===== src/rtl/pop_trap_pkg.sv =====
package pop_trap_pkg;

  // Instruction word is numbered big-endian in its format; these are
  // the vector indices of the fields that drive behaviour.
  localparam int WORD_W   = 24;
  localparam int TAG_SYS  = 23;  // format bit 0
  localparam int TAG_POP  = 21;  // format bit 2
  localparam int OPC_LSB  = 15;  // format bits 3..8
  localparam int IND_BIT  = 14;  // format bit 9 of the linkage word

  typedef enum logic [1:0] {
    MODE_NORMAL  = 2'b00,
    MODE_MONITOR = 2'b01,
    MODE_USER    = 2'b10,
    MODE_RSVD    = 2'b11
  } cpu_mode_e;

  typedef enum logic [1:0] {
    PH_IDLE = 2'b00,
    PH_LINK = 2'b01,
    PH_JUMP = 2'b10
  } trap_phase_e;

  // Linkage word: overflow in the top bit, forced indirect marker,
  // return address in the low bits, zero elsewhere.
  function automatic logic [WORD_W-1:0] link_word(input logic ovf,
                                                  input logic [WORD_W-1:0] ret_zx);
    logic [WORD_W-1:0] w;
    w = ret_zx;
    w[IND_BIT] = 1'b1;
    w[WORD_W-1] = ovf;
    return w;
  endfunction

  // System call qualification.
  function automatic logic is_syscall(input logic [1:0] mode, input logic top_bit);
    return (mode == MODE_USER) && top_bit;
  endfunction

endpackage


===== src/rtl/pop_decode.sv =====
module pop_decode
  import pop_trap_pkg::*;
#(
  parameter int OP_W = 6
) (
  input  logic              instr_valid,
  input  logic              stall,
  input  logic [WORD_W-1:0] instr,
  input  logic [1:0]        mode,
  output logic              accept,
  output logic              sys_call,
  output logic [OP_W-1:0]   op_num
);

  logic pop_tag;

  assign pop_tag  = instr[TAG_POP];
  assign accept   = instr_valid & ~stall & pop_tag;
  assign sys_call = is_syscall(mode, instr[TAG_SYS]);
  assign op_num   = instr[OPC_LSB +: OP_W];

endmodule


===== src/rtl/pop_capture.sv =====
module pop_capture
  import pop_trap_pkg::*;
#(
  parameter int PC_W     = 14,
  parameter int OP_W     = 6,
  parameter int VEC_BASE = 64
) (
  input  logic              clk,
  input  logic              rst_n,
  input  logic              load,
  input  logic [PC_W-1:0]   pc_in,
  input  logic              ovf_in,
  input  logic [OP_W-1:0]   op_in,
  input  logic              sys_in,
  output logic [WORD_W-1:0] link_data,
  output logic [PC_W-1:0]   vec_pc,
  output logic              sys_q
);

  localparam logic [PC_W-1:0] BASE_V = PC_W'(VEC_BASE);

  logic [PC_W-1:0] pc_q;
  logic            ovf_q;
  logic [OP_W-1:0] op_q;

  always_ff @(posedge clk or negedge rst_n) begin
    if (!rst_n) begin
      pc_q  <= '0;
      ovf_q <= 1'b0;
      op_q  <= '0;
      sys_q <= 1'b0;
    end else if (load) begin
      pc_q  <= pc_in;
      ovf_q <= ovf_in;
      op_q  <= op_in;
      sys_q <= sys_in;
    end
  end

  assign link_data = link_word(ovf_q, WORD_W'(pc_q));
  assign vec_pc    = BASE_V + PC_W'(op_q);

endmodule


===== src/rtl/pop_phase_ctl.sv =====
module pop_phase_ctl
  import pop_trap_pkg::*;
(
  input  logic clk,
  input  logic rst_n,
  input  logic start,
  output logic busy,
  output logic link_stb,
  output logic jump_stb
);

  trap_phase_e phase_q, phase_d;

  always_comb begin
    phase_d = phase_q;
    unique case (phase_q)
      PH_IDLE: if (start) phase_d = PH_LINK;
      PH_LINK: phase_d = PH_JUMP;
      PH_JUMP: phase_d = PH_IDLE;
      default: phase_d = PH_IDLE;
    endcase
  end

  always_ff @(posedge clk or negedge rst_n) begin
    if (!rst_n) phase_q <= PH_IDLE;
    else        phase_q <= phase_d;
  end

  assign busy     = (phase_q != PH_IDLE);
  assign link_stb = (phase_q == PH_LINK);
  assign jump_stb = (phase_q == PH_JUMP);

  AST_LINK_THEN_JUMP: assert property (@(posedge clk) disable iff (!rst_n)
    link_stb |=> jump_stb);
  AST_JUMP_THEN_IDLE: assert property (@(posedge clk) disable iff (!rst_n)
    jump_stb |=> !busy);
  AST_START_ONLY_IDLE: assert property (@(posedge clk) disable iff (!rst_n)
    start |-> !busy);
  AST_START_TO_LINK: assert property (@(posedge clk) disable iff (!rst_n)
    start |=> link_stb);

endmodule


===== src/rtl/pop_trap_seq.sv =====
module pop_trap_seq
  import pop_trap_pkg::*;
#(
  parameter int PC_W     = 14,
  parameter int OP_W     = 6,
  parameter int VEC_BASE = 64
) (
  input  logic              clk,
  input  logic              rst_n,
  input  logic              instr_valid,
  input  logic [23:0]       instr,
  input  logic [PC_W-1:0]   pc_in,
  input  logic              ovf_in,
  input  logic [1:0]        mode_in,
  output logic              busy,
  output logic              mem_we,
  output logic [PC_W-1:0]   mem_addr,
  output logic [23:0]       mem_wdata,
  output logic              mem_phys,
  output logic              ovf_clr,
  output logic [1:0]        mode_out,
  output logic              mode_load,
  output logic              pc_load,
  output logic [PC_W-1:0]   pc_next
);

  localparam int VEC_TOP = VEC_BASE + (1 << OP_W);

  // Named internal events
  logic              ev_accept;
  logic              ev_sys;
  logic [OP_W-1:0]   op_num;
  logic              ev_link;
  logic              ev_jump;
  logic              sys_q;
  logic [WORD_W-1:0] link_data;
  logic [PC_W-1:0]   vec_pc;

  pop_decode #(.OP_W(OP_W)) u_decode (
    .instr_valid (instr_valid),
    .stall       (busy),
    .instr       (instr),
    .mode        (mode_in),
    .accept      (ev_accept),
    .sys_call    (ev_sys),
    .op_num      (op_num)
  );

  pop_capture #(.PC_W(PC_W), .OP_W(OP_W), .VEC_BASE(VEC_BASE)) u_capture (
    .clk       (clk),
    .rst_n     (rst_n),
    .load      (ev_accept),
    .pc_in     (pc_in),
    .ovf_in    (ovf_in),
    .op_in     (op_num),
    .sys_in    (ev_sys),
    .link_data (link_data),
    .vec_pc    (vec_pc),
    .sys_q     (sys_q)
  );

  pop_phase_ctl u_phase (
    .clk      (clk),
    .rst_n    (rst_n),
    .start    (ev_accept),
    .busy     (busy),
    .link_stb (ev_link),
    .jump_stb (ev_jump)
  );

  assign mem_we    = ev_link;
  assign mem_addr  = '0;
  assign mem_wdata = ev_link ? link_data : '0;
  assign mem_phys  = ev_link & sys_q;
  assign ovf_clr   = ev_link;
  assign mode_load = ev_link & sys_q;
  assign mode_out  = mode_load ? MODE_MONITOR : 2'b00;
  assign pc_load   = ev_jump;
  assign pc_next   = ev_jump ? vec_pc : '0;

  AST_LINK_PC: assert property (@(posedge clk) disable iff (!rst_n)
    mem_we |-> mem_wdata[PC_W-1:0] == $past(pc_in));
  AST_LINK_OVF: assert property (@(posedge clk) disable iff (!rst_n)
    mem_we |-> mem_wdata[WORD_W-1] == $past(ovf_in));
  AST_LINK_MARK: assert property (@(posedge clk) disable iff (!rst_n)
    mem_we |-> mem_wdata[IND_BIT] && mem_wdata[22:15] == 8'd0);
  AST_VEC_RANGE: assert property (@(posedge clk) disable iff (!rst_n)
    pc_load |-> (int'(pc_next) >= VEC_BASE) && (int'(pc_next) < VEC_TOP));
  AST_SYS_FROM_USER: assert property (@(posedge clk) disable iff (!rst_n)
    mode_load |-> mem_phys && $past(mode_in) == MODE_USER && $past(instr[TAG_SYS]));
  AST_NO_STROBE_IDLE: assert property (@(posedge clk) disable iff (!rst_n)
    !busy |-> !mem_we && !pc_load && !mode_load);
  AST_STROBES_EXCL: assert property (@(posedge clk) disable iff (!rst_n)
    $onehot0({mem_we, pc_load}));

endmodule


===== config.mk =====
export PLATFORM = sky130hd
export DESIGN_NAME = pop_trap_seq
export DESIGN_NICKNAME = d
export VERILOG_FILES = /design/src/rtl/pop_trap_pkg.sv /design/src/rtl/pop_decode.sv /design/src/rtl/pop_capture.sv /design/src/rtl/pop_phase_ctl.sv /design/src/rtl/pop_trap_seq.sv
export SDC_FILE = /design/constraint.sdc
export NUM_CORES = 1
export LEC_CHECK = 0
export BUFFER_PORTS_ARGS = -buffer_cell sky130_fd_sc_hd__buf_4
export CAP_MARGIN = 40
export CORE_MARGIN = 8
export CORE_UTILIZATION = 43
export DETAILED_ROUTE_END_ITERATION = 10
export GPL_TIMING_DRIVEN = 0
export HOLD_SLACK_MARGIN = 0.12
export PLACE_DENSITY = 0.87
export SETUP_SLACK_MARGIN = 0.5
export SYNTH_ARGS = -nofsm -noshare
export SYNTH_HDL_FRONTEND = slang
export SYNTH_SLANG_ARGS = --single-unit

===== constraint.sdc =====
create_clock -name clk -period 2.1 [get_ports clk]
set_input_delay 0.105 -clock clk [delete_from_list [all_inputs] [get_ports clk]]
set_output_delay 0.105 -clock clk [all_outputs]
set_load 0.02 [all_outputs]

==> metrics.log <==
INFO  metric finalMaxSlewViolations = 0
INFO  metric via_count = 1062
INFO  metric routabilityCongestion = 0.652
INFO  metric floorplan.initialDensity = 43.6%
INFO  metric timing.critical_path.cells = nor2b_2 -> and2_1 -> buf_4
INFO  metric first_iter_violations = 25
INFO  metric routed_via_density = 3.89
INFO  metric core = 0.00326 sq mm
INFO  metric critical_path.reg2reg.startpoint = u_phase.phase_q[1]
INFO  metric crit_path_max_fanout = 8
INFO  metric tritoncts_clock_tree = built
INFO  metric timing.final.crit_share = 71.8%
INFO  metric die_y = 73.5 um
INFO  metric grt_start_max_net_pins = 25
INFO  metric tritoncts_buffer_count = 3
INFO  metric netSwitchingPower = 0.000374 W
INFO  metric postSynthAreaPerCell = 12.5 sq um
INFO  metric layout-drive-gt1-share = 55.5%
INFO  metric detailedPlacementHpwl = 2560 um
INFO  metric cts.clk_slew.worst_paths = 0.13 ns
INFO  metric power.static_leakage = 1.25 nW
INFO  metric cts_buffer_depth = 2
INFO  metric remaining_drc_errors = 0
INFO  metric first_pass_grt_wire_length = 5360 um
INFO  metric placementRows = 21
INFO  metric critical_path.endpoint_type = output port
INFO  metric p_int = 0.000909 W
INFO  metric power_switching_share = 29.1%
INFO  metric port_buffers = 57
INFO  metric synth.cells.most_frequent = buf_4 (36), dfrtp_1 (24), and2_1 (22)
INFO  metric netlist.area_leader.share = 42.3%
INFO  metric status = complete, no violations
INFO  metric top_signal_layer_used = met4
INFO  metric cts.htree.levels = 1
INFO  metric holdPathEnd = u_capture.sys_q
INFO  metric grt.total_usage = 12.8%
INFO  metric number_of_instances_on_the_worst_hold_path = 3
INFO  metric crit_buf_inv = 1
INFO  metric postSynth.asyncResetShare = 100%
INFO  metric hold-worst-slack = 0.170 ns
INFO  metric most_used_standard_cell_by_instance_count_after_synthesis = buf_4
INFO  metric combinationalPowerShare = 37.8%
INFO  metric crit_path_class = reg2out
INFO  metric critPathSlowestCell = dfrtp_1
INFO  metric syn2layout_area_growth = 61.1%
INFO  metric multi_input_area = 623 sq um
INFO  metric synth-edff-count = 0
INFO  metric first_pass_iters = 3
INFO  metric met1_routed_length = 1350 um
INFO  metric routed-wl-met3 = 297 um
INFO  metric worst_setup_path_startpoint = u_phase.phase_q[1]
INFO  metric cp_top_family = simple AND/OR/NAND/NOR gates
INFO  metric max_stage_delay = 0.46 ns
INFO  metric maxCapViolations = 0
INFO  metric overflow_after_grt = 0
INFO  metric cp_data_required_time = 2.00 ns
INFO  metric clkLatencyLatePin = 0.30 ns
INFO  metric grt_antenna_before_repair = 0
INFO  metric hold_violations = 0
INFO  metric grt_setup_unrepaired = true
INFO  metric ff2ff_path_depth = 4
INFO  metric layout_min_cycle_time = 1.51 ns
INFO  metric synth.yosys.seq_area_share = 42.3%
INFO  metric yosysWarningCount = 0
INFO  metric insertedDiodeCount = 0
INFO  metric largest_vdd_supply_drop = 0.000302 V
INFO  metric post_synth_inst_count = 114
INFO  metric wl_met2 = 1900 um
INFO  metric power.density = 560 mW/mm^2
INFO  metric number_of_global_route_vias_before_repair = 1110
INFO  metric mappedNetlistArea = 0.00142 sq mm
INFO  metric final_cells = 273
INFO  metric crit-reg2reg-capture = u_capture.op_q[4]
INFO  metric hold_wc_startpoint = mode_in[1]
INFO  metric placedCellCount = 246
INFO  metric number_of_fillers_in_the_final_layout = 255
INFO  metric ant_nets = 0
INFO  metric clk_root_buffer_cell = clkbuf_4
INFO  metric synth_top_flop_cell = dfrtp_1
INFO  metric boundaryPins = 104
INFO  metric worst_ep_arrival_time = 1.40 ns
INFO  metric startpoint_type = flop
INFO  metric hold_path_class = in2reg
INFO  metric finalWorstSetupSlack = 0.592 ns
INFO  metric clock_sink_count = 24
INFO  metric yosysTopAreaCell = dfrtp_1
INFO  metric synth.distinct_cells = 12
INFO  metric finalPower = 0.00128 W
INFO  metric dieArea = 0.00540 sq mm
INFO  metric r2r_slack = 0.60 ns
INFO  metric die_x = 73.5 um
INFO  metric post_route_setup_tns = 0 ns
INFO  metric seqPwrFrac = 46.7%
INFO  metric post_drt_wl_per_cell = 13.1 um
INFO  metric clock.fmax = 663 MHz
INFO  metric post-place-ws = 0.551 ns
INFO  metric finalWirelength = 3560 um
INFO  metric share_clk_of_total_power = 15.5%
INFO  metric synth_area_leaders = dfrtp_1 (42%), mux2_4 (20%), buf_4 (19%)
INFO  metric seqCellArea = 601 sq um
INFO  metric clock_skew = 0.00705 ns
INFO  metric num-nets-final = 273
INFO  metric postSynthRegisterBits = 24
INFO  metric setup_viol = 0
==> cell type report <==
cell class              count  area share, %
plain buffers              39           14.1
clock buffers               3          0.984
multi-input cells          80           27.2
flip-flops and latches     24           26.2
well taps                  46           2.52
repair buffers             81           29.0
==> routing by layer <==
metal / vias to the layer above / GRT usage, %
li1: 527 / -
met1: 490 / 13.8
met2: 43 / 23.0
met3: 2 / 4.77
met4: 0 / 2.66
met5: - / 0
==> power groups by stage <==
stage                     Clock [W]  Combinational, W  Sequential [W]
after floorplan                   0          0.000322        0.000590
after global placement            0          0.000434        0.000601
after detailed placement          0          0.000442        0.000606
after CTS                  0.000206          0.000479        0.000599
after global routing       0.000230          0.000517        0.000613
final                      0.000199          0.000484        0.000599
==> sequential cells by signal, indices dropped and copies added (netlist names) <==
name / count
u_capture.op_q: 6
u_capture.pc_q: 14
u_capture.sys_q: 1
u_phase.phase_q: 2
u_capture.ovf_q: 1
==> cells by family after synthesis <==
family / Yosys count / synth area share [%]
buf+inv: 39 / 22.2
simple gates: 28 / 12.8
flops: 24 / 42.3
mux: 22 / 22.5
other cells: 1 / 0.264
==> cells in the final DEF, fill, tap and decap left out <==
| cell | Yosys | final |
|---|---|---|
| buf_4 | 36 | 95 |
| conb_1 | 1 | 30 |
| dfrtp_1 | 24 | 24 |
| and2_1 | 22 | 22 |
| dlygate4sd3_1 | 0 | 22 |
| mux2_4 | 19 | 19 |
| mux2_2 | 3 | 3 |
| clkbuf_4 | 0 | 3 |
| buf_12 | 2 | 2 |
| nor2b_2 | 0 | 1 |
| nor2b_4 | 0 | 1 |
| buf_6 | 0 | 1 |
| or2_2 | 1 | 1 |
| nor4bb_1 | 1 | 1 |
| nor2b_1 | 3 | 1 |
| and3b_1 | 1 | 1 |
==> worst max path at each step <==
stage                                    to  slack [ns]  cells past startpoint
after global routing             pc_next[0]        0.48                      3
after global placement        mem_wdata[13]        0.57                      4
final                            pc_next[0]        0.59                      3
after CTS                      mem_wdata[5]        0.49                      4
after floorplan           u_capture.op_q[0]        0.71                      4
after detailed placement       mem_wdata[5]        0.55                      4
==> stage by stage <==
step,util (%),instance area [sq um]
after floorplan,-,1530
after global placement,61.8,2010
after detailed placement,61.8,2010
after CTS,69.7,2270
after global routing,70.2,2290
final,70.2,2290
==> worst register-to-register path, delay by kind of cell (launching register included) <==
family | cells | cell delay (ns)
multiplexers | 1 | 0.31
AND/OR/NAND/NOR | 1 | 0.27
flip-flops | 1 | 0.46
buffers and inverters | 2 | 0.36
==> repair_timing <==
action                     in CTS  in global routing
setup endpoints to repair      25                 18
hold endpoints to repair       45                  0
pin swaps                       0                  0
gates resized for setup         4                  1
hold buffers                   22                  0
buffers inserted                0                  2
No activity file was read; power rests on OpenSTA's default activity.
